**src/rtl/axrb_pkg.sv**
```systemverilog
package axrb_pkg;

  localparam int LEN_W  = 8;
  localparam int SIZE_W = 3;

  typedef enum logic [1:0] {
    BURST_FIXED = 2'b00,
    BURST_INCR  = 2'b01,
    BURST_WRAP  = 2'b10,
    BURST_RSVD  = 2'b11
  } burst_e;

  typedef struct packed {
    burst_e              kind;
    logic [SIZE_W-1:0]   size;
    logic [LEN_W-1:0]    len;
  } burst_ctx_t;

endpackage

```
**src/rtl/axrb_addr_step.sv**
```systemverilog
module axrb_addr_step
  import axrb_pkg::*;
#(
  parameter int ADDR_W = 16
) (
  input  logic [ADDR_W-1:0] cur_addr,
  input  burst_ctx_t        ctx,
  output logic [ADDR_W-1:0] nxt_addr
);

  logic [ADDR_W-1:0] nbytes;
  logic [ADDR_W-1:0] aligned;
  logic [ADDR_W-1:0] bumped;
  logic [ADDR_W-1:0] span;
  logic [ADDR_W-1:0] wmask;

  always_comb begin
    nbytes  = ADDR_W'(1) << ctx.size;
    aligned = cur_addr & ~(nbytes - ADDR_W'(1));
    bumped  = aligned + nbytes;
    span    = (ADDR_W'(ctx.len) + ADDR_W'(1)) << ctx.size;
    wmask   = span - ADDR_W'(1);
    case (ctx.kind)
      BURST_FIXED: nxt_addr = cur_addr;
      BURST_WRAP:  nxt_addr = (cur_addr & ~wmask) | (bumped & wmask);
      default:     nxt_addr = bumped;
    endcase
  end

endmodule

```
**src/rtl/axrb_beat_ctr.sv**
```systemverilog
module axrb_beat_ctr #(
  parameter int LEN_W = 8,
  localparam int CNT_W = LEN_W + 1
) (
  input  logic             clk,
  input  logic             rst_n,
  input  logic             load,
  input  logic [LEN_W-1:0] len,
  input  logic             keep_one,
  input  logic             take,
  output logic             cnt_nz,
  output logic             cnt_is2
);

  localparam logic [CNT_W-1:0] CNT_MAX = CNT_W'((1 << LEN_W) + 1);

  logic [CNT_W-1:0] cnt_q;
  logic [CNT_W-1:0] cnt_nxt;
  logic             cnt_en;

  always_comb begin
    cnt_en  = 1'b0;
    cnt_nxt = cnt_q;
    if (load) begin
      cnt_en  = 1'b1;
      cnt_nxt = CNT_W'(len) + CNT_W'(1) + CNT_W'(keep_one);
    end else if (take) begin
      cnt_en  = 1'b1;
      cnt_nxt = cnt_q - CNT_W'(1);
    end
  end

  always_ff @(posedge clk or negedge rst_n) begin
    if (!rst_n)      cnt_q <= '0;
    else if (cnt_en) cnt_q <= cnt_nxt;
  end

  assign cnt_nz  = (cnt_q != '0);
  assign cnt_is2 = (cnt_q == CNT_W'(2));

  // a beat is never taken from an empty count
  p_no_underflow_r5: assert property (@(posedge clk) disable iff (!rst_n)
    (take && !load) |-> (cnt_q != '0));

  // merged count never exceeds a full burst plus one stalled beat
  p_cnt_bound_r5: assert property (@(posedge clk) disable iff (!rst_n)
    cnt_q <= CNT_MAX);

endmodule

```
**src/rtl/axi_burst_read_bridge.sv**
```systemverilog
module axi_burst_read_bridge
  import axrb_pkg::*;
#(
  parameter int ADDR_W = 16,
  parameter int DATA_W = 32,
  parameter int ID_W   = 4,
  localparam int LSB   = $clog2(DATA_W / 8),
  localparam int WA_W  = ADDR_W - LSB
) (
  input  logic              clk,
  input  logic              rst_n,
  input  logic              arvalid,
  output logic              arready,
  input  logic [ADDR_W-1:0] araddr,
  input  logic [LEN_W-1:0]  arlen,
  input  logic [SIZE_W-1:0] arsize,
  input  logic [1:0]        arburst,
  input  logic [ID_W-1:0]   arid,
  output logic              rvalid,
  input  logic              rready,
  output logic [DATA_W-1:0] rdata,
  output logic [ID_W-1:0]   rid,
  output logic              rlast,
  output logic [1:0]        rresp,
  output logic              rd_stb,
  output logic [WA_W-1:0]   rd_word_addr,
  input  logic [DATA_W-1:0] rd_word_data
);

  logic              arready_q, arready_nxt, arready_en;
  logic              rvalid_q, rvalid_nxt, rvalid_en;
  logic              rlast_q, rlast_nxt;
  logic [ID_W-1:0]   rid_q, rid_nxt;
  logic              out_en;
  logic [ID_W-1:0]   id_q;
  logic [ADDR_W-1:0] addr_q, addr_nxt, addr_cur, addr_step;
  logic              addr_en;
  burst_ctx_t        ctx_q, ctx_in, ctx_cur;
  logic              stall, accept, issue;
  logic              cnt_nz, cnt_is2;

  // ---------------- handshake decode ----------------
  always_comb begin
    stall       = rvalid_q & ~rready;
    accept      = arvalid & arready_q;
    issue       = ~stall & (accept | ~arready_q);
    ctx_in.kind = burst_e'(arburst);
    ctx_in.size = arsize;
    ctx_in.len  = arlen;
    ctx_cur     = arready_q ? ctx_in : ctx_q;
    addr_cur    = arready_q ? araddr : addr_q;
  end

  axrb_addr_step #(.ADDR_W(ADDR_W)) u_step (
    .cur_addr (addr_cur),
    .ctx      (ctx_cur),
    .nxt_addr (addr_step)
  );

  axrb_beat_ctr #(.LEN_W(LEN_W)) u_cnt (
    .clk      (clk),
    .rst_n    (rst_n),
    .load     (accept),
    .len      (arlen),
    .keep_one (stall),
    .take     (rvalid_q & rready),
    .cnt_nz   (cnt_nz),
    .cnt_is2  (cnt_is2)
  );

  // ---------------- next state ----------------
  always_comb begin
    arready_en  = 1'b0;
    arready_nxt = arready_q;
    if (accept) begin
      arready_en  = 1'b1;
      arready_nxt = (arlen == '0) & issue;
    end else if (!stall && rvalid_q && !arready_q) begin
      arready_en  = 1'b1;
      arready_nxt = cnt_is2;
    end
  end

  always_comb begin
    addr_en  = 1'b0;
    addr_nxt = addr_q;
    if (accept) begin
      addr_en  = 1'b1;
      addr_nxt = issue ? addr_step : araddr;
    end else if (issue) begin
      addr_en  = 1'b1;
      addr_nxt = addr_step;
    end
  end

  always_comb begin
    rvalid_en  = issue | rready;
    rvalid_nxt = issue;
  end

  always_comb begin
    out_en = ~stall;
    if (accept) begin
      rlast_nxt = (arlen == '0);
      rid_nxt   = arid;
    end else begin
      rlast_nxt = cnt_is2;
      rid_nxt   = id_q;
    end
  end

  // ---------------- registers ----------------
  always_ff @(posedge clk or negedge rst_n) begin
    if (!rst_n)          arready_q <= 1'b1;
    else if (arready_en) arready_q <= arready_nxt;
  end

  always_ff @(posedge clk or negedge rst_n) begin
    if (!rst_n)         rvalid_q <= 1'b0;
    else if (rvalid_en) rvalid_q <= rvalid_nxt;
  end

  always_ff @(posedge clk or negedge rst_n) begin
    if (!rst_n) begin
      rlast_q <= 1'b0;
      rid_q   <= '0;
    end else if (out_en) begin
      rlast_q <= rlast_nxt;
      rid_q   <= rid_nxt;
    end
  end

  always_ff @(posedge clk or negedge rst_n) begin
    if (!rst_n)       addr_q <= '0;
    else if (addr_en) addr_q <= addr_nxt;
  end

  always_ff @(posedge clk or negedge rst_n) begin
    if (!rst_n) begin
      ctx_q <= '0;
      id_q  <= '0;
    end else if (accept) begin
      ctx_q <= ctx_in;
      id_q  <= arid;
    end
  end

  // ---------------- outputs ----------------
  assign arready      = arready_q;
  assign rvalid       = rvalid_q;
  assign rlast        = rlast_q;
  assign rid          = rid_q;
  assign rdata        = rd_word_data;
  assign rresp        = 2'b00;
  assign rd_stb       = issue;
  assign rd_word_addr = addr_cur[ADDR_W-1:LSB];

  // ---------------- assertions ----------------
  p_idle_ready_r1: assert property (@(posedge clk) disable iff (!rst_n)
    !rvalid_q |-> arready_q);

  p_no_read_in_stall_r3: assert property (@(posedge clk) disable iff (!rst_n)
    (rvalid_q && !rready) |-> !rd_stb);

  p_valid_tracks_count_r5: assert property (@(posedge clk) disable iff (!rst_n)
    rvalid_q == cnt_nz);

  p_ready_at_last_r6: assert property (@(posedge clk) disable iff (!rst_n)
    $rose(rlast_q) |-> arready_q);

  p_hold_on_stall_r7: assert property (@(posedge clk) disable iff (!rst_n)
    (rvalid_q && !rready) |=> (rvalid_q && $stable(rlast_q) && $stable(rid_q)));

  p_pair_limit_r8: assert property (@(posedge clk) disable iff (!rst_n)
    (accept && rvalid_q && !rready) |=> !arready_q);

endmodule

```
**config.mk**
```make
export PLATFORM = sky130hd
export DESIGN_NAME = axi_burst_read_bridge
export DESIGN_NICKNAME = d
export VERILOG_FILES = /design/src/rtl/axrb_pkg.sv /design/src/rtl/axrb_addr_step.sv /design/src/rtl/axrb_beat_ctr.sv /design/src/rtl/axi_burst_read_bridge.sv
export SDC_FILE = /design/constraint.sdc
export NUM_CORES = 1
export LEC_CHECK = 0
export BUFFER_PORTS_ARGS = -buffer_cell sky130_fd_sc_hd__buf_2
export CAP_MARGIN = 20
export CORE_MARGIN = 1.5
export CORE_UTILIZATION = 60
export DETAILED_ROUTE_END_ITERATION = 6
export MAX_ROUTING_LAYER = met4
export PLACE_DENSITY = 0.93
export SETUP_SLACK_MARGIN = 0.2
export SLEW_MARGIN = 20
export SYNTH_ARGS = -nofsm -noshare
export SYNTH_HDL_FRONTEND = slang
export SYNTH_SLANG_ARGS = --single-unit
```
**constraint.sdc**
```tcl
create_clock -name clk -period 9.1 [get_ports clk]
set_input_delay 1.82 -clock clk [delete_from_list [all_inputs] [get_ports clk]]
set_output_delay 1.82 -clock clk [all_outputs]
set_load 0.01 [all_outputs]
```
==> flow_summary.toml, run 1 <==
[detailed_routing]
drc = 0
postRouteAntennaNets = 0
vias = 5535
viasPerCell = 6.808
wl_per_cell_um = 20.13
routed_wl_um = 16360
drtIter0Drc = 493
firstDrtPassIters = 5

[synth]
ys_warn_count = 0
seq_area_frac_synth_pct = 22.81
syn-instance-count = 699
synth_cell_types = 89
synth-edff-count = 0
synth_area_leaders = "dfrtp_1 22%, nand2_1 7.0%, buf_4 5.0%, mux2i_1 4.3%, xnor2_1 4.2%"
yosysTopAreaCell = "dfrtp_1"
synth_top_flop_cell = "dfrtp_1"
avgSynthCellArea_um2 = 7.697
yosysTopAreaCellShare_pct = 22.33
ys_ff_latch = 49
syn_area_mm2 = 0.005380
synthArstFlopShare_pct = 100.0

[global_routing]
grt_usage_pct = 35.13
antenna_found_initial = 0
use_met3_pct = 5.108
grt.met2_usage_pct = 53.95
grt_remaining_overflow = 0
grt_pass1_vias = 5400
grtUsageMet1_pct = 48.22
busiest_layer = "met2"
grt_max_degree = 86
grt_pass1_wl_um = 26830

[final_layout]
layout.nets = 783
drive_gt1_share_pct = 18.01
antenna_cells = 0
area_delta_synth_final_pct = 2.814

[clock_tree]
ctsResizeCount = 0
cts_setup_buffers = 0
insertion_delay_ns = 0.32
clockBufferDepth = 2
cts_buffers = 5
cts_tree = "yes"
htreeDepth = 2
clock_sinks = 49
cts_root_buffer = "clkbuf_8"
hold_buffers = 0
clk_pin_slew_ns = 0.10

[setup_path]
path_class = "in2out"
cp_data_arrival_time_ns = 3.88
endpoint_kind = "output pin"
worstPathRequired_ns = 7.28
r2r_cells = 16
startpoint_type = "input port"
crit_path_max_fanout = 18

[status]
status = "finished, final reports clean"

[timing]
final.setup_skew_ns = 0.01955
rsz0062_at_grt = "false"
hold_viol = 0
setup_viol = 0
finalCritPeriodShare_pct = 62.68
tightest_slew_ns = 0.9475
relSlewSlack_pct = 36.84
period_needed_ns = 5.704
fin_ws_ns = 3.396
max_freq_mhz = 175.3
tns_ns = 0
drv_slew = 0

[die]
coreArea_mm2 = 0.008721
start_util_pct = 61.69
placementRows = 34
die_width_um = 97.70
die_area_mm2 = 0.009544
ios = 125
die_h_um = 97.70

[job]
drv_cap = 0

[pwr]
irDropWorstVdd_mv = 0.1946
leakage_nw = 2.310
powerDensity_mw_per_mm2 = 362.1

[placed_design]
portBuffers = 58
place_hpwl_um = 12100
dp_slack_ns = 3.316
place.gp.congestion = 1.028

[worst_hold_path]
hp-class = "reg2reg"
min_path_cells = 2
-- registers in the layout, indices dropped and copies added (netlist names) --
name	count
arready	1
rid	4
ctx_q	13
u_cnt.cnt_q	9
id_q	4
rlast	1
rvalid	1
addr_q	16
-- through the flow --
step / cells / power [mW] / instance area, µm² / util (%) / hold WS (ns)
floorplan: 700 / 1.475 / 5384 / - / 0.4358
global placement: 804 / 1.795 / 5429 / 62.25 / 0.4488
detailed placement: 804 / 1.819 / 5429 / 62.25 / 0.4578
CTS: 812 / 1.962 / 5517 / 63.26 / 0.4839
global route: 813 / 2.153 / 5532 / 63.43 / 0.5121
finish: 813 / 2.003 / 5532 / 63.43 / 0.4826
-- worst max-delay path, stage by stage --
cell and delay [ns]:
buf_2 0.12, nor2b_1 0.11, buf_4 0.25, clkinv_1 0.58, nand2_1 0.66, inv_1 0.15
buf_2 0.18
-- synthesized netlist by cell type (5+ instances only) --
library cell  instances
nand2_1             101
nor2_1               56
dfrtp_1              48
a21oi_1              45
buf_4                36
o21ai_0              36
nand3_1              27
xnor2_1              26
inv_1                23
mux2i_1              23
mux2_2               18
nor3_1               17
clkbuf_1             16
buf_2                12
nor2b_1              12
xor2_1               12
a31oi_1              10
ha_1                 10
a21o_1                9
a211oi_1              7
nor4_1                7
o211ai_1              7
o22ai_1               7
nand4_1               6
or3_1                 6
a221oi_1              5
and2_1                5
and3_1                5
nand2b_1              5
nand4b_1              5
o21ai_1               5
-- cell families after synthesis --
group / Yosys count / synth area share [%]
xor gates and xnor gates: 38 / 6.186
AOI/OAI and AO/OA: 183 / 23.28
muxes: 45 / 9.186
DFF: 49 / 22.81
other: 1 / 0.06970
buffers and inverters: 97 / 10.14
adders and majority gates: 10 / 2.326
and+or+nand+nor: 276 / 26.00
-- worst paths after layout --
kind,from,endpoint,slack [ns]
max reg2reg,arready,addr_q[14],3.75
min in group asynchronous,rst_n,addr_q[6],1.61
min,id_q[0],id_q[0],0.48
max in group asynchronous,rst_n,addr_q[12],7.05
max,rready,rd_stb,3.40
min reg2reg,id_q[0],id_q[0],0.48
-- report_power, final --
part / switching, mW / leakage [nW] / internal [mW]
clock: 0.0837 / 0.0374 / 0.0545
sequential: 0.0876 / 0.621 / 0.314
combinational: 0.922 / 1.65 / 0.542
total: 1.09 / 2.31 / 0.910
-- routing by layer --
metal  vias to the layer above  wire length [µm]
met5                         -                 0
met4                         0               323
met3                        37              1526
met2                       324              7461
met1                      2690              7050
li1                       2484                 -
-- cells in the final DEF, fill, tap and decap left out, drive strengths merged, types with 6 or more instances in the layout --
cell type / n
inv: 25
o22ai: 7
nand3: 28
nand2: 102
nor2b: 12
a21oi: 47
a21o: 9
or3: 7
nor3: 21
dfrtp: 48
a22oi: 6
and2: 6
mux2: 19
a211oi: 8
clkbuf: 6
ha: 10
a31oi: 10
o211ai: 8
nand4: 7
nor2: 56
o21ai: 43
xnor2: 26
mux2i: 26
xor2: 12
buf: 68
nor4: 10
-- area by class of cell --
class	instances	area (µm²)
clock buffers	6	72.57
clock inverters	2	15.01
multi-input cells	554	3611
well taps	108	135.1
fillers	748	3189
repair buffers	68	372.9
inverters	26	97.59
flip-flops and latches	49	1227
No activity file was read; power rests on OpenSTA's default activity.
==> run 2: changes to the inputs <==
--- a/config.mk
+++ b/config.mk
@@ -8,10 +8,10 @@
 export BUFFER_PORTS_ARGS = -buffer_cell sky130_fd_sc_hd__buf_2
 export CAP_MARGIN = 20
 export CORE_MARGIN = 1.5
-export CORE_UTILIZATION = 60
+export CORE_UTILIZATION = 50
 export DETAILED_ROUTE_END_ITERATION = 6
 export MAX_ROUTING_LAYER = met4
-export PLACE_DENSITY = 0.93
+export PLACE_DENSITY = 0.83
 export SETUP_SLACK_MARGIN = 0.2
 export SLEW_MARGIN = 20
 export SYNTH_ARGS = -nofsm -noshare
==> constraint.sdc (replaced) <==
create_clock -name clk -period 5.1 [get_ports clk]
set_input_delay 1.02 -clock clk [delete_from_list [all_inputs] [get_ports clk]]
set_output_delay 1.02 -clock clk [all_outputs]
set_load 0.01 [all_outputs]
==> flow_summary.toml, run 2 (synthesized netlist as in run 1, its figures left out) <==
[status]
status = "finished, final reports clean"

[timing]
relSlewSlack_pct = 25.13
tightest_slew_ns = 1.092
tns_ns = 0
max_freq_mhz = 229.5
setup_viol = 0
rsz0062_at_grt = "false"
period_needed_ns = 4.357
drv_slew = 0
finalCritPeriodShare_pct = 85.43
hold_viol = 0
final.setup_skew_ns = 0.006278

[setup_path]
slowest_delay_ns = 0.47
path_class = "in2reg"
endpoint_kind = "register"
path_buf_inv = 2
rr_startpoint = "arready"
cp-startpoint = "arsize[0]"
cp_data_arrival_time_ns = 4.53
cp_slowest_cell = "a211oi_1"
path_cells = "buf_2 -> mux2i_1 -> nand2_1 -> nor2_1 -> inv_1 -> ha_1 -> nand4_1 -> a211oi_1 -> nor3_1 -> o41ai_2 -> nand3_1 -> a211oi_1 -> nor2_1 -> o21ai_0 -> a21oi_1 -> a21oi_1 -> o41ai_2"
crit_path_max_fanout = 11
worstPathRequired_ns = 5.27
startpoint_type = "input port"
path_delay_family = "compound AO/OA/AOI/OAI gates"

[clock_tree]
clk_pin_slew_ns = 0.10
htreeDepth = 2
insertion_delay_ns = 0.32
clockBufferDepth = 2
cts_buffers = 5
hold_buffers = 0
cts_setup_buffers = 0
ctsResizeCount = 0
cts_root_buffer = "clkbuf_8"
clock_sinks = 49
cts_tree = "yes"

[worst_hold_path]
min-delay-start = "id_q[2]"
hp-class = "reg2reg"

[global_routing]
grt_max_degree = 52
grt_usage_pct = 29.19
grt_pass1_vias = 5093
grt_remaining_overflow = 0
antenna_found_initial = 0
grt_pass1_wl_um = 25910

[die]
placementRows = 37
die_area_mm2 = 0.01139
coreArea_mm2 = 0.01037
die_h_um = 106.7
die_width_um = 106.7
ios = 125
start_util_pct = 51.88

[pwr]
p_comb_share_pct = 72.1
p_clk_share_pct = 8.0
leakage_nw = 2.342
internal_power_mw = 1.689
irDropWorstVdd_mv = 0.2751
finalPower_mw = 3.611
switching_share_pct = 53.23
power_switching_mw = 1.922
seqPwrFrac_pct = 19.9
powerDensity_mw_per_mm2 = 644.0

[final_layout]
multi_input_area_mm2 = 0.003613
drive_gt1_share_pct = 18.50
layout_common_cells = "100 x nand2_1, 58 x buf_2, 56 x nor2_1"
area_delta_synth_final_pct = 4.233
regMostFlops = "addr_q"
layout.area.seq_mm2 = 0.001227
antenna_cells = 0
fin_util_pct = 54.08
final_common_cell = "nand2_1"
fillers = 1015
largest_register_ffs = 16
final_cells = 844
layout.nets = 786
reg_top3 = "addr_q: 16 flops, ctx_q: 13 flops, u_cnt.cnt_q: 9 flops"

[detailed_routing]
viasPerCell = 6.353
drc = 0
routed_wl_um = 15980
firstDrtPassIters = 5
wl_per_cell_um = 18.93
vias = 5362
postRouteAntennaNets = 0
drtIter0Drc = 565

[job]
drv_cap = 0

[placed_design]
place_hpwl_um = 11920
place.gp.congestion = 0.9914
dp.cells = 836
portBuffers = 58
-- run 2: power groups by stage --
stage / clock (mW) / combinational (mW) / sequential (mW)
6_report: 0.290 / 2.60 / 0.718
5_1_grt: 0.307 / 2.86 / 0.743
3_5_place_dp: 0 / 2.52 / 0.720
3_3_place_gp: 0 / 2.50 / 0.708
4_1_cts: 0.291 / 2.54 / 0.714
2_1_floorplan: 0 / 1.95 / 0.681
-- run 2: area by class of cell --
class / instances / share of cell area (%)
Clock inverter: 2 / 0.6917
Multi-Input combinational cell: 554 / 64.44
Clock buffer: 6 / 1.294
Inverter: 26 / 1.740
Sequential cell: 49 / 21.89
Tap cell: 136 / 3.034
Timing Repair Buffer: 71 / 6.917
-- run 2: worst paths after layout --
path                                   to  cells after the start  slack, ns
max                            addr_q[14]                     17       0.74
min                               id_q[2]                      2       0.48
max in group asynchronous       addr_q[4]                      2       3.86
min reg2reg                       id_q[2]                      2       0.48
max reg2reg                    addr_q[10]                     15       0.79
min in group asynchronous  u_cnt.cnt_q[0]                      2       0.81
-- run 2: worst min-delay path, cell delays in order, from the launching register on --
cell,delay [ns]
dfrtp_1,0.34
nand2_1,0.04
nand2_1,0.07
-- run 2: routing by layer --
layer / vias up / wire length, µm / track usage (%)
li1: 2503 / - / -
met1: 2556 / 6942 / 38.73
met2: 256 / 7322 / 45.28
met3: 47 / 1231 / 4.498
met4: 0 / 480 / 10.57
met5: - / 0 / -
-- run 2: through the flow --
stage | hold slack, ns | worst slack [ns] | instance area, µm²
2_1_floorplan | 0.4358 | 0.2780 | 5385
3_3_place_gp | 0.4468 | 0.6401 | 5494
3_5_place_dp | 0.4674 | 0.4853 | 5494
4_1_cts | 0.4905 | 0.7702 | 5605
5_1_grt | 0.5186 | 0.4071 | 5608
6_report | 0.4842 | 0.7430 | 5608
